### src/rtl/simd_alu_pkg.sv
package simd_alu_pkg;

  typedef enum logic [1:0] {
    LANE_B8  = 2'd0,
    LANE_B16 = 2'd1,
    LANE_B32 = 2'd2,
    LANE_B64 = 2'd3
  } lane_sz_e;

  typedef enum logic [3:0] {
    OP_ADD  = 4'd0,
    OP_SUB  = 4'd1,
    OP_ADDS = 4'd2,
    OP_SUBS = 4'd3,
    OP_ADDU = 4'd4,
    OP_SUBU = 4'd5,
    OP_AND  = 4'd6,
    OP_OR   = 4'd7,
    OP_XOR  = 4'd8
  } alu_op_e;

  // Operation uses the inverted second operand plus one.
  function automatic logic op_is_sub(input alu_op_e op);
    return (op == OP_SUB) || (op == OP_SUBS) || (op == OP_SUBU);
  endfunction

  function automatic logic op_is_ssat(input alu_op_e op);
    return (op == OP_ADDS) || (op == OP_SUBS);
  endfunction

  function automatic logic op_is_usat(input alu_op_e op);
    return (op == OP_ADDU) || (op == OP_SUBU);
  endfunction

  function automatic logic op_is_arith(input alu_op_e op);
    return op <= OP_SUBU;
  endfunction

  // True when byte slice idx is the lowest byte of its lane.
  function automatic logic seg_head(input int idx, input logic [1:0] ls);
    int span;
    span = 1 << ls;
    return (idx % span) == 0;
  endfunction

  // Saturation is only defined for lanes of one or two bytes.
  function automatic logic lane_can_clamp(input logic [1:0] ls);
    return ls inside {LANE_B8, LANE_B16};
  endfunction

endpackage

### src/rtl/simd_seg_adder.sv
module simd_seg_adder
  import simd_alu_pkg::*;
#(
  parameter int NB = 8,
  parameter int BW = 8,
  localparam int DW = NB * BW
) (
  input  logic [DW-1:0] a,
  input  logic [DW-1:0] b,
  input  logic          sub,
  input  logic [1:0]    lane_sel,
  output logic [DW-1:0] b_eff,
  output logic [DW-1:0] sum,
  output logic [NB-1:0] cout,
  output logic [NB-1:0] seg_start
);

  logic [NB-1:0] cin;

  assign b_eff = sub ? ~b : b;

  for (genvar g = 0; g < NB; g++) begin : g_slice
    assign seg_start[g] = seg_head(g, lane_sel);
    if (g == 0) begin : g_first
      assign cin[g] = sub;
    end else begin : g_rest
      // Carry chain is cut at every lane head.
      assign cin[g] = seg_start[g] ? sub : cout[g-1];
    end
    assign {cout[g], sum[g*BW +: BW]} = {1'b0, a[g*BW +: BW]}
                                      + {1'b0, b_eff[g*BW +: BW]}
                                      + {{BW{1'b0}}, cin[g]};
  end

endmodule

### src/rtl/simd_sat_unit.sv
module simd_sat_unit
  import simd_alu_pkg::*;
#(
  parameter int NB = 8,
  parameter int BW = 8,
  localparam int DW = NB * BW
) (
  input  logic [DW-1:0] a,
  input  logic [DW-1:0] b_eff,
  input  logic [DW-1:0] sum,
  input  logic [NB-1:0] cout,
  input  logic [1:0]    lane_sel,
  input  logic          sub,
  input  logic          sat_signed,
  input  logic          sat_unsigned,
  output logic [DW-1:0] res,
  output logic [NB-1:0] sat_hit
);

  logic small_lane;
  assign small_lane = lane_can_clamp(lane_sel);

  for (genvar g = 0; g < NB; g++) begin : g_byte
    localparam int T8  = g;
    localparam int T16 = ((g | 1) < NB) ? (g | 1) : g;

    logic t_a_msb, t_b_msb, t_s_msb, t_cout, is_top;
    logic s_ovf, u_ovf;
    logic [BW-1:0] s_clamp, u_clamp;

    assign t_a_msb = (lane_sel == LANE_B8) ? a[T8*BW+BW-1]     : a[T16*BW+BW-1];
    assign t_b_msb = (lane_sel == LANE_B8) ? b_eff[T8*BW+BW-1] : b_eff[T16*BW+BW-1];
    assign t_s_msb = (lane_sel == LANE_B8) ? sum[T8*BW+BW-1]   : sum[T16*BW+BW-1];
    assign t_cout  = (lane_sel == LANE_B8) ? cout[T8]          : cout[T16];
    assign is_top  = (lane_sel == LANE_B8) || (g == T16);

    // Signed overflow: addend signs agree and the sum sign differs.
    assign s_ovf = (t_a_msb == t_b_msb) && (t_s_msb != t_a_msb);
    // Unsigned: carry out on add, missing carry (borrow) on subtract.
    assign u_ovf = sub ? ~t_cout : t_cout;

    assign sat_hit[g] = small_lane &&
                        ((sat_signed && s_ovf) || (sat_unsigned && u_ovf));

    assign s_clamp = is_top ? {t_a_msb, {(BW-1){~t_a_msb}}} : {BW{~t_a_msb}};
    assign u_clamp = {BW{~sub}};

    assign res[g*BW +: BW] = !sat_hit[g]  ? sum[g*BW +: BW] :
                             sat_signed   ? s_clamp : u_clamp;
  end

endmodule

### src/rtl/simd_logic_unit.sv
module simd_logic_unit #(
  parameter int DW = 64
) (
  input  logic [DW-1:0] a,
  input  logic [DW-1:0] b,
  input  logic [1:0]    fn,
  output logic [DW-1:0] y
);

  always_comb begin
    case (fn)
      2'd0:    y = a & b;
      2'd1:    y = a | b;
      2'd2:    y = a ^ b;
      default: y = '0;
    endcase
  end

endmodule

### src/rtl/simd_alu.sv
module simd_alu
  import simd_alu_pkg::*;
#(
  parameter int DATA_W = 64,
  parameter int BYTE_W = 8,
  localparam int NB = DATA_W / BYTE_W
) (
  input  logic              clk,
  input  logic              rst_n,
  input  logic              in_valid,
  input  logic [DATA_W-1:0] op_a,
  input  logic [DATA_W-1:0] op_b,
  input  logic [3:0]        opcode,
  input  logic [1:0]        lane_sel,
  output logic              out_valid,
  output logic [DATA_W-1:0] result
);

  alu_op_e op;
  assign op = alu_op_e'(opcode);

  // Named internal events, observed by the bound checker.
  logic [DATA_W-1:0] b_eff, raw_sum, arith_res, logic_res, next_res;
  logic [NB-1:0]     byte_carry, lane_start, sat_hit;
  logic              do_sub, arith_sel;
  logic [1:0]        logic_fn;

  assign do_sub    = op_is_sub(op);
  assign arith_sel = op_is_arith(op);
  assign logic_fn  = (op == OP_AND) ? 2'd0 : (op == OP_OR) ? 2'd1 : 2'd2;

  simd_seg_adder #(.NB(NB), .BW(BYTE_W)) u_add (
    .a         (op_a),
    .b         (op_b),
    .sub       (do_sub),
    .lane_sel  (lane_sel),
    .b_eff     (b_eff),
    .sum       (raw_sum),
    .cout      (byte_carry),
    .seg_start (lane_start)
  );

  simd_sat_unit #(.NB(NB), .BW(BYTE_W)) u_sat (
    .a            (op_a),
    .b_eff        (b_eff),
    .sum          (raw_sum),
    .cout         (byte_carry),
    .lane_sel     (lane_sel),
    .sub          (do_sub),
    .sat_signed   (op_is_ssat(op)),
    .sat_unsigned (op_is_usat(op)),
    .res          (arith_res),
    .sat_hit      (sat_hit)
  );

  simd_logic_unit #(.DW(DATA_W)) u_log (
    .a  (op_a),
    .b  (op_b),
    .fn (logic_fn),
    .y  (logic_res)
  );

  always_comb begin
    if (arith_sel)
      next_res = arith_res;
    else if (op inside {OP_AND, OP_OR, OP_XOR})
      next_res = logic_res;
    else
      next_res = '0;
  end

  always_ff @(posedge clk or negedge rst_n) begin
    if (!rst_n) begin
      out_valid <= 1'b0;
      result    <= '0;
    end else begin
      out_valid <= in_valid;
      if (in_valid)
        result <= next_res;
    end
  end

endmodule

### config.mk
export PLATFORM = sky130hd
export DESIGN_NAME = simd_alu
export DESIGN_NICKNAME = d
export VERILOG_FILES = /design/src/rtl/simd_alu_pkg.sv /design/src/rtl/simd_seg_adder.sv /design/src/rtl/simd_sat_unit.sv /design/src/rtl/simd_logic_unit.sv /design/src/rtl/simd_alu.sv
export SDC_FILE = /design/constraint.sdc
export NUM_CORES = 1
export LEC_CHECK = 0
export BUFFER_PORTS_ARGS = -buffer_cell sky130_fd_sc_hd__buf_4
export CAP_MARGIN = 10
export CORE_MARGIN = 2
export CORE_UTILIZATION = 45
export DETAILED_ROUTE_END_ITERATION = 16
export PLACE_DENSITY_LB_ADDON = 0.15
export SETUP_SLACK_MARGIN = 0.4
export SLEW_MARGIN = 20
export SYNTH_ARGS = -nofsm -noshare
export SYNTH_HDL_FRONTEND = slang
export SYNTH_SLANG_ARGS = --single-unit
export TNS_END_PERCENT = 50
### constraint.sdc
create_clock -name clk -period 0.95 [get_ports clk]
set_clock_uncertainty 0.1 [all_clocks]
set_input_delay 0.0475 -clock clk [delete_from_list [all_inputs] [get_ports clk]]
set_output_delay 0.0475 -clock clk [all_outputs]
set_load 0.02 [all_outputs]
* Word-level counts from Yosys, hierarchy flattened
Index checks and enable logic that the tools add are counted.
Operators by class: $add $sub $neg 16, div/mod/pow operators 7, $lt $le $gt $ge 1, eq/ne operators 27, shifts and indexed selects 1, muxes and demuxes 57, bitwise operators 21, reduce and logical (&&, ||, !) cells 55
Operators with widths (number):
- 32-bit logical NOT | 7
- 64-bit two-way mux | 3
- 64-bit case mux with 3 select lines | 1
- 8-bit two-way mux | 20
- 4-bit by 32-bit remainder unit with 32-bit output, first input constant | 4
- 8-bit by 8-bit adder with 9-bit output | 8
- 9-bit by 1-bit adder with 9-bit output | 8
- 64-bit bitwise AND | 1
- 3-bit by 32-bit remainder unit with 32-bit output, first input constant | 2
- 64-bit NOT | 1
- 64-bit bitwise OR | 1
- 64-bit XOR | 1
- 1-bit logical AND | 32
- 2-bit by 32-bit remainder unit with 32-bit output, first input constant | 1
- 1-bit by 2-bit << shifter with 32-bit output, first input constant | 1
- 1-bit two-way mux | 31
- 1-bit NOT | 17
- 4-bit by 3-bit == test with 1-bit output, second input constant | 4
- 1-bit logical OR | 12
- 1-bit == test | 8
- 4-bit by 2-bit == test with 1-bit output, second input constant | 2
- 1-bit != test | 8
- 2-bit by 1-bit == test with 1-bit output, second input constant | 2
- 4-bit by 1-bit == test with 1-bit output, second input constant | 1
- other kinds (7) | 9
Word-level totals: bits in registers 65, bits of input ports 137, output and inout bits 65, word-level logic and storage cells 187

* Longest topological paths before layout
Gate-level depths: netlist of the first run.
word-level depth 28, depth in mapped cells 86, gate-level depth less buffers 81

* Modules after synthesis
A second synthesis of the first run with hierarchy kept.
Second synthesis, totals: cells, all modules 1874, area, all modules 14853.0 µm²
Modules (own cells, without submodules):
- simd_seg_adder | times used 1, cells each 1026, area each 7228.2 µm², seq. area each 0.0 µm²
- simd_logic_unit | times used 1, cells each 406, area each 3293.2 µm², seq. area each 0.0 µm²
- simd_alu | times used 1, cells each 224, area each 2937.8 µm², seq. area each 1626.6 µm²
- simd_sat_unit | times used 1, cells each 218, area each 1393.8 µm², seq. area each 0.0 µm²

* Worst setup path after synthesis of the first run
No wires, ideal clock.
path type input to register, from input opcode[1], to register result[48], library setup time 0.126 ns, data arrival time 15.229 ns, required time 0.724 ns, setup slack -14.505 ns, stages on the path 85, path buffers 5, cell sequence buf_2 a21oi_4 nand2_1 buf_4 buf_2 buf_1 buf_1 o21ai_0 fa_1 a21o_1 a21o_1 a21o_1 a21o_1 a21oi_1 nor2_1 o31ai_1 fa_1 fa_1 (+49 left out) a21oi_1 o21bai_1 a21oi_1 nor2b_1 o21a_1 o31a_1 fa_1 fa_1 a21o_1 a21oi_1 o21bai_1 a21oi_1 o21ai_1 o22ai_1 xor2_1 a32oi_2 a211oi_2 a311o_1
Between the ends: cells in the longest elaborated chain, start to end 28, elaborated cells between the ends (all ways) 61, those cells by class add/sub: 16; order compare: 1; eq/ne: 12; mux: 19; bitwise: 2; reduce/logical: 11
Ends and longest elaborated chain:
- start, declared | RTL line simd_alu.sv:13 | input logic [3:0] opcode,
- 4-bit by 1-bit == test with 1-bit output or 4-bit by 2-bit == test with 1-bit output (tied branches) | RTL line simd_alu_pkg.sv:24, simd_alu_pkg.sv:28
- 1-bit logical OR (2 in a row) | RTL line simd_alu_pkg.sv:24 | return (op == OP_SUB) || (op == OP_SUBS) || (op == OP_SUBU);
- 64-bit two-way mux | RTL line simd_seg_adder.sv:20 | assign b_eff = sub ? ~b : b;
- 8-bit by 8-bit adder with 9-bit output | RTL line simd_seg_adder.sv:31 | + {1'b0, b_eff[g*BW +: BW]}
- 9-bit by 1-bit adder with 9-bit output | RTL line simd_seg_adder.sv:32 | + {{BW{1'b0}}, cin[g]};
- 1-bit two-way mux | RTL line simd_seg_adder.sv:28 | assign cin[g] = seg_start[g] ? sub : cout[g-1];
- 9-bit by 1-bit adder with 9-bit output | RTL line simd_seg_adder.sv:32
- 1-bit two-way mux | RTL line simd_seg_adder.sv:28
- (+11 left out)
- 1-bit two-way mux, on equally long branches | RTL line simd_sat_unit.sv:33, simd_sat_unit.sv:34
- 1-bit != test or 1-bit NOT (tied branches) | RTL line simd_sat_unit.sv:38, simd_sat_unit.sv:40
- 1-bit logical AND or 1-bit two-way mux (tied branches) | RTL line simd_sat_unit.sv:38, simd_sat_unit.sv:40
- 1-bit logical AND | RTL line simd_sat_unit.sv:43 | ((sat_signed && s_ovf) || (sat_unsigned && u_ovf));
- 1-bit logical OR | RTL line simd_sat_unit.sv:43
- 1-bit logical AND | RTL line simd_sat_unit.sv:42 | assign sat_hit[g] = small_lane &&
- 8-bit two-way mux | RTL line simd_sat_unit.sv:48 | assign res[g*BW +: BW] = !sat_hit[g] ? sum[g*BW +: BW] :
- 64-bit two-way mux (*) | RTL line simd_alu.sv:64 | if (arith_sel)
- end signal, assigned | RTL line simd_alu.sv:79 | result <= next_res;
- end, declared | RTL line simd_alu.sv:16 | output logic [DATA_W-1:0] result
Every way passes the cells marked *; elsewhere a longest branch is shown, timed or not. A chain may end at the register's enable or synchronous reset.

* Worst setup path after layout of the first run
from input opcode[2], to register result[49]
The elaborated chain is that of the path after synthesis.

==> results.md, run 1 <==
- Met3 WL: 1.829 mm
- H-tree Lvls: 3
- Max Clk Rate: 0.07129 GHz
- Register area share after synthesis: 14.70%
- RSZ-0062 raised after global routing: yes
- Die area: 25870 um2
- Die height: 160.8 um
- Total power: 19.34 mW
- Pre-CTS WS: -14.02 ns
- Diode count: 0
- M1 wire length: 17.24 mm
- Fin. Hold Viols: 66
- Most frequent cells in the layout: buf_4, ha_1, inv_1
- Avg WL per Cell: 16.56 um
- Initial core utilization: 45.64%
- CTS Buffer Depth: 2
- Largest net degree at the start of global routing: 66
- Antenna Nets Post-Route: 0
- Main synth FF type: dfrtp_1
- Status: complete, but fails checks
- Cell mode on critical path: fa_2
- Worst Path Required: 1.08 ns
- Crit. End Element: register
- Arr. time, crit path: 14.16 ns
- Avg Vias per Cell: 5.341
- GP Congestion: 1.010
- Die width: 160.8 um
- Core area: 24250 um2
- Slew headroom: 42.68%
- Routed wl met2: 17.73 mm
- Area growth from synthesis to layout: 52.41%
- Fin cells: 2267
- Router iterations before antenna repair: 6
- Starting DRC count in detailed routing: 719
- Violated checks: hold timing, setup timing
- Crit path kind: primary input to register
- Placed Cells: 2208
- Post-synth EDFFs: 0
- Area post-placement: 15630 um2
- Clock Tree Root: clkbuf_16
- Min-delay worst type: primary input to asynchronous set/reset pin
- Worst-skew pair later-pin latency: 0.34 ns
- Drt total wl: 37.54 mm
- Leakage power: 8.477 nW
- YS warnings: 0
- Vias in the first global route: 12232
- Period minus WS final: 14.03 ns
- Sink Count: 65
- Max IR drop VDD: 0.0007495 V
- Max layer used: met4
- Syn Nets: 1758
- Commonest non-fill, non-tap cell in the layout: buf_4
- Total GRT Usage: 28.73%
- Final setup fails: 129
- Layout cells sized above 1: 36.75%
- Post-route setup slack: -13.08 ns
- Worst-margin pin slew: 0.8598 ns
- CP max stage delay: 0.39 ns
- Finished Cell Area: 16870 um2
- # DRC: 0
- Cells after Synth: 1408
- PD cells: 1147 nW/um2
- TritonCTS clock tree: yes
- Row count: 57
- Via Count: 12107
- Max Transition Viols Final: 0
- Final net count: 2288
- Slowest-stage cell, CP: fa_2
- Netlist Area Pre-Place: 11070 um2
- Yosys cell types: 86
- Tcrit/Tclk final: 1477%
- Final Hold Slack: -0.3995 ns
- IO buf count: 201
- FF+latch count, synth: 65
- Placed wire-length estimate: 29.62 mm
- Initial antenna violation count: 1
- Syn avg cell area: 7.861 um2
- GRT overflow: 0
- Core Util, Final: 69.57%
- CTS buffer count: 9
- Top Ports: 202
- # Max-Cap Violations: 0
- FFs w/ async S/R, synth: 100.0%
- Crit-path max FO: 7
- Global-route wire length before repair: 60.65 mm
- CP Launch Type: primary input
- Setup tns final: -542.47 ns
- Clock slew at reported path FFs: 0.07 ns
-- cell usage after synthesis, types with 11 or more instances --
cell type | instances | share of area (%)
xor2_1 | 14 | 1.1
o21ai_1 | 15 | 0.68
nor3_1 | 19 | 0.86
nand3_1 | 16 | 0.72
a211oi_1 | 53 | 3.6
ha_1 | 198 | 22
buf_1 | 11 | 0.37
nand2_1 | 70 | 2.4
nor2b_1 | 20 | 1.1
o221ai_1 | 25 | 2.0
clkbuf_1 | 49 | 1.7
dfrtp_1 | 65 | 15
o21ai_0 | 42 | 1.9
a221o_1 | 12 | 1.1
mux2i_1 | 41 | 3.7
inv_1 | 176 | 6.0
o211ai_1 | 13 | 0.88
nor2_1 | 148 | 5.0
a21o_1 | 19 | 1.3
xnor2_1 | 97 | 7.7
a21oi_1 | 127 | 5.7
fa_1 | 15 | 2.7
-- per-layer routing --
metal / up-vias / GRT usage [%]
met2: 323 / 48.63
li1: 5976 / -
met1: 5755 / 38.22
met5: - / 0
met4: 0 / 8.563
met3: 53 / 3.926
-- worst paths after layout --
kind / start / end / slack [ns] / cells after the start
min in group clk: in_valid / out_valid / -0.07 / 2
hold / removal: rst_n / result[37] / -0.40 / 2
setup / recovery: opcode[2] / result[49] / -13.08 / 82
hold reg to reg: result[11] / result[11] / 0.42 / 2
max in group asynchronous: rst_n / result[13] / 0.82 / 2
setup reg to reg: result[50] / result[50] / -0.14 / 2
-- sequential cells by signal, summed over array words and instances (netlist names) --
register	cells
out_valid	1
result	64
-- power by group --
group,internal (mW),switching (mW)
Sequential,3.28,0.454
Combinational,6.29,5.59
Clock,2.25,1.47
-- critical path, delay by kind of cell --
kind | cells | cell delay (ns)
mux | 3 | 0.44
fa+ha+maj | 14 | 3.96
compound gates | 45 | 7.76
simple gates | 16 | 1.32
buf+inv | 2 | 0.27
xor+xnor | 2 | 0.34
-- layout make-up --
type / instances / area, um2
fillers: 1962 / 7380
well taps: 324 / 405.4
repair buffers: 587 / 4913
clock buffers: 12 / 266.5
multi-input cells: 1098 / 8940
inverters: 177 / 666.9
flip-flops and latches: 65 / 1627
clock inverters: 4 / 50.05
-- logic make-up (layout without fill, tap and decap cells) --
group,count (synthesis),in the layout,synth area share (%)
AOI/OAI and AO/OA,408,408,25.58
and+or+nand+nor,324,324,13.49
buffers and inverters,245,780,8.501
adders and majority gates,213,213,25.10
xor gates and xnor gates,112,112,8.931
DFF,65,65,14.70
muxes,41,41,3.708
-- timing repair --
item / in CTS / in global routing
endpoints found under the setup margin: 129 / 129
pin swaps: 44 / 29
hold endpoints to repair: 66 / 66
setup buffers: 27 / 16
gates resized for setup: 85 / 59
Note: power is estimated with default switching activity, not from simulation.
==> run 2, diff against run 1 <==
--- a/config.mk
+++ b/config.mk
@@ -5,7 +5,7 @@
 export SDC_FILE = /design/constraint.sdc
 export NUM_CORES = 1
 export LEC_CHECK = 0
-export BUFFER_PORTS_ARGS = -buffer_cell sky130_fd_sc_hd__buf_4
+export BUFFER_PORTS_ARGS = -buffer_cell sky130_fd_sc_hd__buf_2
 export CAP_MARGIN = 10
 export CORE_MARGIN = 2
 export CORE_UTILIZATION = 45
==> run 2 against run 1 <==
Against the previous run: the flow still finishes with violations (hold timing, setup timing); register-to-register slack about the same; combinational power is essentially flat; global-route usage grew 0.093 points; total power fell by 1.5%; die area did not move; clock power barely moved; critical endpoint is now result[55]; largest cell class unchanged.
==> results.md, run 2 (synthesized netlist as in run 1, its figures left out) <==
- Status: complete, but fails checks (unchanged)
- Violated checks: hold timing, setup timing (unchanged)
- Via Count: 12206 (was 12107)
- Largest net degree at the start of global routing: 66 (unchanged)
- CTS buffer count: 9 (unchanged)
- Max Clk Rate: 0.06865 GHz (was 0.07129 GHz)
- H-tree Lvls: 3 (unchanged)
- Sink Count: 65 (unchanged)
- Finished Cell Area: 16570 um2 (was 16870 um2)
- # DRC: 0 (unchanged)
- Antenna Nets Post-Route: 0 (unchanged)
- Worst Path Required: 1.08 ns (about the same)
- CTS Buffer Depth: 2 (unchanged)
- Layout cells sized above 1: 37.76% (was 36.75%)
- Slew headroom: 58.91% (was 42.68%)
- Placed wire-length estimate: 29.65 mm (was 29.62 mm)
- Crit. End Element: register (unchanged)
- Avg Vias per Cell: 5.314 (was 5.341)
- Slowest-stage cell, CP: o41a_1 (was fa_2)
- Die area: 25870 um2 (unchanged)
- Fill cells: 2060 (was 1962)
- Total GRT Usage: 28.83% (was 28.73%)
- GRT overflow: 0 (unchanged)
- Diode count: 0 (unchanged)
- Max Transition Viols Final: 0 (unchanged)
- Vias in the first global route: 12075 (was 12232)
- Initial antenna violation count: 0 (was 1)
- Post-route setup slack: -13.62 ns (was -13.08 ns)
- Min-delay worst type: primary input to asynchronous set/reset pin (unchanged)
- Fin cells: 2297 (was 2267)
- Area growth from synthesis to layout: 49.71% (was 52.41%)
- Fin. Hold Viols: 66 (unchanged)
- Tcrit/Tclk final: 1533% (was 1477%)
- Top Registers: result x64, out_valid x1 (unchanged)
- Row count: 57 (unchanged)
- Cell family with most CP delay: compound AO/OA/AOI/OAI gates (unchanged)
- Total power: 19.05 mW (was 19.34 mW)
- Initial core utilization: 45.64% (unchanged)
- RSZ-0062 raised after global routing: yes (unchanged)
- Leakage power: 8.470 nW (was 8.477 nW)
- TritonCTS clock tree: yes (unchanged)
- Router iterations before antenna repair: 5 (was 6)
- Max IR drop VDD: 0.0008782 V (was 0.0007495 V)
- Largest Register: result (unchanged)
- Top Ports: 202 (unchanged)
- Die height: 160.8 um (unchanged)
- Arr. time, crit path: 14.70 ns (was 14.16 ns)
- Period minus WS final: 14.57 ns (was 14.03 ns)
- Final setup fails: 129 (unchanged)
- IO buf count: 201 (unchanged)
- Area post-placement: 15290 um2 (was 15630 um2)
- WP buf/inv: 3 (was 2)
- Clock Tree Root: clkbuf_16 (unchanged)
- PD cells: 1150 nW/um2 (was 1147 nW/um2)
- Cell mode on critical path: fa_2 (unchanged)
- Crit path kind: primary input to register (unchanged)
- Drt total wl: 37.73 mm (was 37.54 mm)
- Most frequent cells in the layout: buf_4, ha_1, inv_1 (unchanged)
- # Max-Cap Violations: 0 (unchanged)
- Final net count: 2318 (was 2288)
- Placed Cells: 2230 (was 2208)
- Storage element area: 1627 um2 (unchanged)
- Worst-margin pin slew: 0.6100 ns (was 0.8598 ns)
- Avg WL per Cell: 16.43 um (was 16.56 um)
- Worst-skew pair later-pin latency: 0.35 ns (was 0.34 ns)
- Commonest non-fill, non-tap cell in the layout: buf_4 (unchanged)
- GP Congestion: 0.9401 (was 1.010)
- Core area: 24250 um2 (unchanged)
- CP Launch Type: primary input (unchanged)
- Largest register FFs: 64 (unchanged)
- CP max stage delay: 0.45 ns (was 0.39 ns)
- Global-route wire length before repair: 60.62 mm (was 60.65 mm)
- Area of the multi-input gates: 8945 um2 (was 8940 um2)
- Die width: 160.8 um (unchanged)
- Crit-path max FO: 4 (was 7)
- Starting DRC count in detailed routing: 639 (was 719)
- Final Hold Slack: -0.3967 ns (was -0.3995 ns)
- Clock slew at reported path FFs: 0.06 ns (was 0.07 ns)
[run 2: power by group]
| group | switching [mW] | leakage [nW] | internal, mW |
|---|---|---|---|
| Sequential | 0.388 | 0.835 | 3.28 |
| Combinational | 5.67 | 7.48 | 5.98 |
| Clock | 1.49 | 0.151 | 2.25 |
| Total | 7.54 | 8.47 | 11.5 |
[run 2: final timing paths]
kind	slack, ns	startpoint	endpoint	depth (start not counted)
max reg2reg	-0.14	result[51]	result[51]	2
min reg2reg	0.39	result[30]	result[30]	2
min in group clk	-0.04	in_valid	out_valid	2
min	-0.40	rst_n	result[37]	2
max in group asynchronous	0.83	rst_n	result[14]	2
max	-13.62	opcode[2]	result[55]	83
[run 2: cell type report]
| cell class | count | area share, % |
|---|---|---|
| multi-input combinational | 1098 | 53.98 |
| timing repair buffer | 617 | 27.82 |
| sequential | 65 | 9.817 |
| inverter | 177 | 4.025 |
| tap | 324 | 2.447 |
| clock buffer | 12 | 1.608 |
| clock inverter | 4 | 0.3020 |
[run 2: layer usage]
metal	wire length, um	track usage, %	up-vias
met1	17640	39.16	5753
met5	0	0	-
met2	17660	49.53	357
li1	-	-	6048
met3	1837	3.487	48
met4	595	5.722	0
[run 2: worst reg2reg max path: cells and delay by family (launching register included)]
family / cells / cell delay (ns)
compound gates: 2 / 0.47
flops: 1 / 0.41
[run 2: what timing repair did]
action | 4_1_cts | 5_1_grt
gates resized for setup | 84 | 64
buffers inserted | 24 | 27
hold endpoints to repair | 66 | 66
endpoints found under the setup margin | 129 | 129
pin swaps | 49 | 48
[run 2: through the flow]
stage	utilization [%]	hold WS [ns]	TNS, ns	setup slack (ns)
CTS	66.42	-0.3849	-545.47	-13.39
finish	68.33	-0.3967	-560.96	-13.62
global placement	63.07	-0.007918	-555.75	-13.74
global route	68.33	-0.3609	-594.69	-14.39
floorplan	-	-0.3481	-527.45	-13.05
detailed placement	63.07	-0.008621	-574.90	-14.26
==> run 3, diff against run 2 <==
--- a/config.mk
+++ b/config.mk
@@ -9,7 +9,9 @@
 export CAP_MARGIN = 10
 export CORE_MARGIN = 2
 export CORE_UTILIZATION = 45
+export CTS_CLUSTER_DIAMETER = 80
 export DETAILED_ROUTE_END_ITERATION = 16
+export MAX_ROUTING_LAYER = met4
 export PLACE_DENSITY_LB_ADDON = 0.15
 export SETUP_SLACK_MARGIN = 0.4
 export SLEW_MARGIN = 20
==> run 3 against run 2 <==
Against the previous run: total power fell by 1.5%; clock power rose by 1%; non-clock buffer count fell by 19; die area did not move; sequential power barely moved; the flow still finishes with violations (hold timing, setup timing).
==> results.md, run 3 (synthesized netlist as in run 1, its figures left out) <==
- Clock Tree Root: clkbuf_16 (unchanged)
- Most frequent cells in the layout: buf_4, ha_1, inv_1 (unchanged)
- Placed Cells: 2229 (was 2230)
- Sink Count: 65 (unchanged)
- Tcrit/Tclk final: 1487% (was 1533%)
- Die width: 160.8 um (unchanged)
- Worst-margin pin slew: 0.9144 ns (was 0.6100 ns)
- Max Transition Viols Final: 0 (unchanged)
- Core area: 24250 um2 (unchanged)
- Largest net degree at the start of global routing: 70 (was 66)
- Largest Register: result (unchanged)
- Clock slew at reported path FFs: 0.06 ns (about the same)
- Initial core utilization: 45.64% (unchanged)
- Starting DRC count in detailed routing: 676 (was 639)
- Min-delay worst type: primary input to asynchronous set/reset pin (unchanged)
- Area post-placement: 15270 um2 (was 15290 um2)
- Core Util, Final: 67.38% (was 68.33%)
- Arr. time, crit path: 14.25 ns (was 14.70 ns)
- CP Launch Type: primary input (unchanged)
- Via Count: 12075 (was 12206)
- Router iterations before antenna repair: 5 (unchanged)
- Fin. Hold Viols: 66 (unchanged)
- H-tree Lvls: 3 (unchanged)
- Crit. End Element: register (unchanged)
- M1 wire length: 17.52 mm (was 17.64 mm)
- Cell mode on critical path: fa_2 (unchanged)
- Crit-path max FO: 7 (was 4)
- CTS Buffer Depth: 2 (unchanged)
- Final setup fails: 129 (unchanged)
- Crit path kind: primary input to register (unchanged)
- Avg Vias per Cell: 5.298 (was 5.314)
- Sw Share: 39.46% (was 39.59%)
- Final net count: 2299 (was 2318)
- Area growth from synthesis to layout: 47.63% (was 49.71%)
- Clk pwr share: 20.1% (was 19.6%)
- Violated checks: hold timing, setup timing (unchanged)
- Worst Path Required: 1.07 ns (was 1.08 ns)
- Logic gate share of total power: 60.3% (was 61.1%)
- Total GRT Usage: 29.04% (was 28.83%)
- Antenna Nets Post-Route: 0 (unchanged)
- Avg WL per Cell: 16.35 um (was 16.43 um)
- CTS buffer count: 9 (unchanged)
- Sw power: 7.405 mW (was 7.544 mW)
- Leakage power: 8.353 nW (was 8.470 nW)
- Fin cells: 2279 (was 2297)
- Max layer used: met4 (unchanged)
- Top Registers: result x64, out_valid x1 (unchanged)
- # DRC: 0 (unchanged)
- Post-route setup slack: -13.18 ns (was -13.62 ns)
- Layout cells sized above 1: 36.75% (was 37.76%)
- Reg power frac: 19.6% (was 19.3%)
- Area of the multi-input gates: 8859 um2 (was 8945 um2)
- Finished Cell Area: 16340 um2 (was 16570 um2)
- CP max stage delay: 0.37 ns (was 0.45 ns)
- Slowest-stage cell, CP: fa_2 (was o41a_1)
- GRT overflow: 0 (unchanged)
- Status: complete, but fails checks (unchanged)
- Period minus WS final: 14.13 ns (was 14.57 ns)
- Max IR drop VDD: 0.0008000 V (was 0.0008782 V)
- IO buf count: 201 (unchanged)
- PD cells: 1148 nW/um2 (was 1150 nW/um2)
- TritonCTS clock tree: yes (unchanged)
- Slew headroom: 39.04% (was 58.91%)
- Fill cells: 2079 (was 2060)
- GP Congestion: 0.9343 (was 0.9401)
- # Max-Cap Violations: 0 (unchanged)
- Commonest non-fill, non-tap cell in the layout: buf_4 (unchanged)
- Max Clk Rate: 0.07079 GHz (was 0.06865 GHz)
- Placed wire-length estimate: 29.25 mm (was 29.65 mm)
- Drt total wl: 37.27 mm (was 37.73 mm)
- Die area: 25870 um2 (unchanged)
- Final Hold Slack: -0.4503 ns (was -0.3967 ns)
- Row count: 57 (unchanged)
- Setup tns final: -538.52 ns (was -560.96 ns)
- Largest register FFs: 64 (unchanged)
- Routed wl met2: 17.74 mm (was 17.66 mm)
- Storage element area: 1627 um2 (unchanged)
- Initial antenna violation count: 1 (was 0)
- Top Ports: 202 (unchanged)
- Met3 WL: 1.627 mm (was 1.837 mm)
- Internal power: 11.36 mW (was 11.51 mW)
- Worst-skew pair later-pin latency: 0.34 ns (was 0.35 ns)
- Vias in the first global route: 11785 (was 12075)
- Global-route wire length before repair: 59.43 mm (was 60.62 mm)
- RSZ-0062 raised after global routing: yes (unchanged)
- Die height: 160.8 um (unchanged)
## run 3: cell count changes in the layout (fill, tap and decap cells not counted), sizes merged
cell      change
buf          -19
bufinv        +1
clkbuf        -3
clkinv        +3
clkinvlp      -1
diode         +1
## run 3: cell type report
class,count,area share (%)
multi-input cells,1098,54.22
well taps,324,2.481
repair buffers,598,27.29
clock inverters,7,0.5820
clock buffers,9,1.378
inverters,177,4.081
diodes,1,0.01532
flip-flops and latches,65,9.955
## run 3: final timing paths
path | startpoint | end | slack, ns | cells past startpoint
worst max-delay path | opcode[2] | result[50] | -13.18 | 83
worst min-delay path | rst_n | result[36] | -0.45 | 2
worst max register to register | result[54] | result[54] | -0.11 | 2
worst min register to register | result[13] | result[13] | 0.39 | 2
max in group asynchronous | rst_n | result[10] | 0.95 | 2
min in group clk | in_valid | out_valid | -0.06 | 2
## run 3: per-stage QoR
step / setup WS (ns) / total power [mW]
global placement: -13.81 / 13.73
finish: -13.18 / 18.77
global route: -13.96 / 19.94
CTS: -13.23 / 18.25
floorplan: -13.05 / 9.466
detailed placement: -14.13 / 13.89
## run 3: routing by layer
metal	vias to the layer above	GRT usage (%)
met5	-	-
met2	301	49.16
met1	5751	38.50
met3	24	2.583
met4	0	4.992
li1	5999	-
## run 3: critical path, delay by kind of cell
kind	cells	cell delay, ns
AOI/OAI and AO/OA	45	7.70
xor gates and xnor gates	2	0.34
adders and majority gates	14	3.92
buffers and inverters	3	0.45
muxes	3	0.44
and+or+nand+nor	16	1.29
## run 3: repair_timing
action                                 CTS  global route
setup buffers                           11            22
endpoints found under the hold margin   66            66
pin swaps                               23            29
gates resized for setup                 73            62
setup endpoints to repair              129           129
## run 3: power by group through the flow
stage / sequential (mW) / combinational (mW) / clock [mW]
2_1_floorplan: 4.22 / 5.24 / 0
6_report: 3.68 / 11.3 / 3.78
3_3_place_gp: 3.65 / 10.1 / 0
3_5_place_dp: 3.65 / 10.2 / 0
4_1_cts: 3.65 / 10.8 / 3.83
5_1_grt: 3.73 / 12.3 / 3.90
